`src/rtl/gms_pkg.sv`:
```
package gms_pkg;
    localparam int ROW_N = 16;
    localparam int ROW_W = $clog2(ROW_N);
    localparam int CHR_N = 16;
    localparam int CHR_W = $clog2(CHR_N);
    localparam int COL_W = 16;

    typedef enum logic [0:0] {
        SEQ_LOW  = 1'b0,
        SEQ_HIGH = 1'b1
    } seq_state_t;

    // placeholder bitmap: character, row, their xor, inverted row
    function automatic logic [COL_W-1:0] glyph_bits(input logic [CHR_W-1:0] c,
                                                    input logic [ROW_W-1:0] r);
        return {c, r, c ^ r, ~r};
    endfunction
endpackage

```
`src/rtl/gms_row_scan.sv`:
```
module gms_row_scan #(
    parameter int ROW_DIV = 5,
    parameter int ROW_W   = 4
) (
    input  logic             clk,
    input  logic             rst_n,
    output logic [ROW_W-1:0] row_idx
);
    localparam int CNT_W = (ROW_DIV > 2) ? $clog2(ROW_DIV) : 1;
    localparam logic [CNT_W-1:0] CNT_LAST = CNT_W'(ROW_DIV - 1);

    logic [CNT_W-1:0] div_cnt;
    logic             row_step;

    assign row_step = (div_cnt == CNT_LAST);

    always_ff @(posedge clk or negedge rst_n) begin
        if (!rst_n) begin
            div_cnt <= '0;
            row_idx <= '0;
        end else begin
            div_cnt <= row_step ? '0 : div_cnt + 1'b1;
            if (row_step) begin
                row_idx <= row_idx - 1'b1;   // wraps 0 -> all ones
            end
        end
    end
endmodule

```
`src/rtl/gms_char_seq.sv`:
```
module gms_char_seq
    import gms_pkg::*;
#(
    parameter int CHR_W    = 4,
    parameter int LO_FIRST = 0,
    parameter int LO_LAST  = 3,
    parameter int HI_FIRST = 4,
    parameter int HI_LAST  = 15
) (
    input  logic             clk,
    input  logic             rst_n,
    input  logic             char_step,
    input  logic             grp_sel,
    output logic [CHR_W-1:0] char_idx
);
    localparam logic [CHR_W-1:0] LO_A = CHR_W'(LO_FIRST);
    localparam logic [CHR_W-1:0] LO_Z = CHR_W'(LO_LAST);
    localparam logic [CHR_W-1:0] HI_A = CHR_W'(HI_FIRST);
    localparam logic [CHR_W-1:0] HI_Z = CHR_W'(HI_LAST);

    seq_state_t       state, state_nx;
    logic [CHR_W-1:0] idx_nx;

    // state register
    always_ff @(posedge clk or negedge rst_n) begin
        if (!rst_n) begin
            state    <= SEQ_LOW;
            char_idx <= LO_A;
        end else if (char_step) begin
            state    <= state_nx;
            char_idx <= idx_nx;
        end
    end

    // next state and next index
    always_comb begin
        state_nx = state;
        idx_nx   = char_idx;
        unique case (state)
            SEQ_LOW: begin
                if (grp_sel) begin                 // ENTER_HIGH
                    state_nx = SEQ_HIGH;
                    idx_nx   = HI_A;
                end else begin                     // ADV_LOW
                    idx_nx = (char_idx == LO_Z) ? LO_A : char_idx + 1'b1;
                end
            end
            SEQ_HIGH: begin
                if (!grp_sel) begin                // ENTER_LOW
                    state_nx = SEQ_LOW;
                    idx_nx   = LO_A;
                end else begin                     // ADV_HIGH
                    idx_nx = (char_idx == HI_Z) ? HI_A : char_idx + 1'b1;
                end
            end
        endcase
    end
endmodule

```
`src/rtl/gms_row_decode.sv`:
```
module gms_row_decode #(
    parameter int ROW_N = 16,
    parameter int ROW_W = 4
) (
    input  logic [ROW_W-1:0] row_idx,
    output logic [ROW_N-1:0] row_n
);
    for (genvar i = 0; i < ROW_N; i++) begin : g_row
        assign row_n[i] = (row_idx != ROW_W'(i));
    end
endmodule

```
`src/rtl/gms_top.sv`:
```
module gms_top
    import gms_pkg::*;
#(
    parameter int ROW_DIV = 5
) (
    input  logic             clk,
    input  logic             rst_n,
    input  logic             char_step,
    input  logic             grp_sel,
    output logic [ROW_N-1:0] row_drv_n,
    output logic [COL_W-1:0] col_data
);
    logic [ROW_W-1:0] row_idx;
    logic [CHR_W-1:0] char_idx;
    logic [ROW_N-1:0] row_dec_n;

    gms_row_scan #(.ROW_DIV(ROW_DIV), .ROW_W(ROW_W)) u_scan (
        .clk     (clk),
        .rst_n   (rst_n),
        .row_idx (row_idx)
    );

    gms_char_seq #(.CHR_W(CHR_W)) u_seq (
        .clk       (clk),
        .rst_n     (rst_n),
        .char_step (char_step),
        .grp_sel   (grp_sel),
        .char_idx  (char_idx)
    );

    gms_row_decode #(.ROW_N(ROW_N), .ROW_W(ROW_W)) u_dec (
        .row_idx (row_idx),
        .row_n   (row_dec_n)
    );

    // row drive and its column data leave in the same register stage
    always_ff @(posedge clk or negedge rst_n) begin
        if (!rst_n) begin
            row_drv_n <= '1;
            col_data  <= '0;
        end else begin
            row_drv_n <= row_dec_n;
            col_data  <= glyph_bits(char_idx, row_idx);
        end
    end
endmodule

```
`config.mk`:
```
export PLATFORM = sky130hd
export DESIGN_NAME = gms_top
export DESIGN_NICKNAME = d
export VERILOG_FILES = /design/src/rtl/gms_pkg.sv /design/src/rtl/gms_row_scan.sv /design/src/rtl/gms_char_seq.sv /design/src/rtl/gms_row_decode.sv /design/src/rtl/gms_top.sv
export SDC_FILE = /design/constraint.sdc
export NUM_CORES = 1
export LEC_CHECK = 0
export BUFFER_PORTS_ARGS = -buffer_cell sky130_fd_sc_hd__buf_2
export CAP_MARGIN = 5
export CORE_MARGIN = 2
export CORE_UTILIZATION = 47
export DETAILED_ROUTE_END_ITERATION = 6
export PLACE_DENSITY = 0.8
export SYNTH_ARGS = -nofsm -noshare
export SYNTH_HDL_FRONTEND = slang
export SYNTH_SLANG_ARGS = --single-unit
```
`constraint.sdc`:
```
create_clock -name clk -period 1.2 [get_ports clk]
set_input_delay 0.06 -clock clk [delete_from_list [all_inputs] [get_ports clk]]
set_output_delay 0.06 -clock clk [all_outputs]
set_load 0.005 [all_outputs]
```
==> flow_summary.toml <==
[worst_setup_path]
r2r_cells = 5
worstSetupEndpointType = "register"
startpoint_type = "register"
path_cells = "ha_4 > and4_4 > nor3_4 > nand2_1 > mux2i_1"
cp_data_arrival_time_ns = 1.49
worstPathRequired_ns = 1.48
slowest_delay_ns = 0.43
path_class = "reg -> reg"
crit_fanout = 4
reg2reg_slack_ns = -0.02
worst_r2r_endpoint = "u_seq.char_idx[0]$_DFFE_PN0P_"
reg2reg_from = "u_seq.char_idx[1]$_DFFE_PN0P_"
slowest_stage = "dfrtp_1"
startpoint = "u_seq.char_idx[1]$_DFFE_PN0P_"

[synth]
synth.yosys.seq_area_share_pct = 70.2
syn-instance-count = 119
synth_xor_area_share_pct = 4.39
synth_compound_area_share_pct = 3.53
ys_warn_count = 0
synth_top_family_by_area = "simple AND/OR/NAND/NOR gates"
avgSynthCellArea_sq_um = 13.4
muxShareOfSynthArea_pct = 2.04
ys_types = 24
synth_ff_type = "dfrtp_1"
syn_nets = 131
synth_area_leaders = "dfrtp_1, dfstp_2, ha_1, nand2_1, xor2_1"
synth-seq-cells = 44
yosys.area.top_type = "dfrtp_1"
synthAdderAreaFrac_pct = 6.27
synth_top_area_share_pct = 43.9
synth_common_cells = "dfrtp_1, nand2_1, dfstp_2"
yosysMostFrequentCell = "dfrtp_1"
synthArstFlopShare_pct = 100
syn_area_sq_um = 1600
synth_edf_count = 0
yosys.area_share.simple_pct = 10.5

[global_route]
antenna_found_initial = 0
grt_pass1_vias = 993
grt_pass1_wl_um = 4600
grt_max_degree = 45
grt_usage_pct = 15.5
grt_overflow_total = 0

[final_layout]
drive_above_1_share_pct = 46.8
finalInstanceArea_sq_um = 2090
area_growth_pct = 30.8
n_antenna_cell = 0
nNetsFinal = 184

[job]
cap_violations = 0

[floorplan]
die_h_um = 62.3
io_pins = 36
core_sq_um = 3310
rows = 21
die_area_sq_um = 3880
start_util_pct = 48.2
die_w_um = 62.3

[drt]
wl_um = 2720
drt_pre_antenna_iters = 4
vias = 1007
ant_nets = 0
drtIter0Drc = 23
wl_per_cell_um = 12.4
post-route-drc-count = 0
viasPerCell = 4.60

[clock_network]
root_buffer = "clkbuf_4"
path_clk_slew_ns = 0.12
cts.sinks = 44
clock_path_buffers = 2
h-tree-depth = 2
cts_tree = "done"
insertion_delay_ns = 0.34
numCtsBuffers = 5

[timing]
fin_crit_sh_pct = 101
hold_violations = 0
min_period_ns = 1.22
slew_headroom_pct = 76.2
finalSetupViolations = 1
clock_skew_ns = 0.00254
fmax_ghz = 0.823
setup_ws_ns = -0.0152
worst_slew_pin_slew_ns = 0.357
grt_setup_unrepaired = "true"
slew_violations = 0

[hold_path]
worstHoldStart = "char_step"
hp-class = "in -> reg"
hold_depth = 2
hold_end = "u_seq.state$_DFFE_PN0P_"

[pwr]
vdd_drop_max_mv = 0.783
p_leak_uw = 0.000940
power.density_nw_per_um2 = 1420

[placement]
dp_hpwl_um = 1840
dp_worst_setup_slack_ns = -0.0492
gp_congestion = 0.806
dpl-instance-area_sq_um = 1900
portBuffers = 35

[outcome]
outcome = "complete, but fails checks"
violations = "setup timing"
==> timing repair <==
action                                 4_1_cts  5_1_grt
pin swaps                                    4        3
endpoints found under the hold margin       48        3
setup buffers                                1        1
setup endpoints to repair                    3        4
gates resized for setup                      6        7
hold buffers                                 1        3
==> layout by cell type, fill, tap and decap left out, types with 2 or more instances in the layout <==
cell and n:
buf_2 35, dfrtp_1 26, nand2_1 16, dfstp_2 16, inv_1 9, buf_4 9
nand3_1 6, nor2_1 5, xor2_1 5, ha_1 5, clkbuf_4 5, dlygate4sd3_1 4
a21oi_1 3, xnor2_1 3, mux2_2 2, o21ai_0 2, ha_4 2, dfrtp_2 2
==> critical path, delay by kind of cell (launching register included) <==
family | cells | cell delay (ns)
multiplexers | 1 | 0.11
adder cells (fa/ha/maj) | 1 | 0.18
flip-flops | 1 | 0.43
AND/OR/NAND/NOR | 3 | 0.43
==> metrics by stage <==
stage,instances,util (%),TNS [ns],hold WS (ns),total power [uW]
after global placement,205,57.3,0,0.0454,2050
after global routing,219,63.1,-0.140,0.0191,3140
final,219,63.1,-0.0152,0.0331,2960
after CTS,215,61.2,-0.0249,-0.0223,2960
after detailed placement,205,57.3,-0.105,0.0511,2060
after floorplan,119,-,0,-0.236,1860
==> flip-flops by register name (all words and copies together) (netlist names) <==
signal,cells
u_scan.row_idx,4
u_scan.div_cnt,3
row_drv_n,16
u_seq.char_idx,4
u_seq.state,1
col_data,16
==> cell families after synthesis <==
logic type	after synthesis
flip-flops	44
AND/OR/NAND/NOR	35
buffers and inverters	12
XOR/XNOR	8
adder cells (fa/ha/maj)	8
AO/OA/AOI/OAI	9
multiplexers	3
==> worst max path at each step <==
| stage | endpoint |
|---|---|
| 2_1_floorplan | u_seq.char_idx[0]$_DFFE_PN0P_ |
| 3_3_place_gp | u_seq.char_idx[0]$_DFFE_PN0P_ |
| 3_5_place_dp | u_seq.char_idx[0]$_DFFE_PN0P_ |
| 4_1_cts | u_seq.char_idx[0]$_DFFE_PN0P_ |
| 5_1_grt | u_seq.char_idx[0]$_DFFE_PN0P_ |
| 6_report | u_seq.char_idx[0]$_DFFE_PN0P_ |
==> power by group <==
| part | switching [uW] | total, uW | leakage, uW | internal, uW |
|---|---|---|---|---|
| clock | 433 | 870 | 0.0000422 | 437 |
| sequential | 101 | 1710 | 0.000494 | 1610 |
| combinational | 175 | 372 | 0.000403 | 197 |
==> area by class of cell <==
class,instances,area [sq um]
inverter,9,33.8
multi-input combinational,63,494
sequential,44,1120
clock buffer,6,41.3
fill,268,1220
tap,46,57.6
timing repair buffer,49,303
clock inverter,2,35.0
==> metal layers <==
layer	track usage (%)	wire length, um
met5	0	0
met4	4.17	20
met3	5.80	152
met2	25.7	1330
met1	19.1	1220
(Power assumes the default switching activity.)
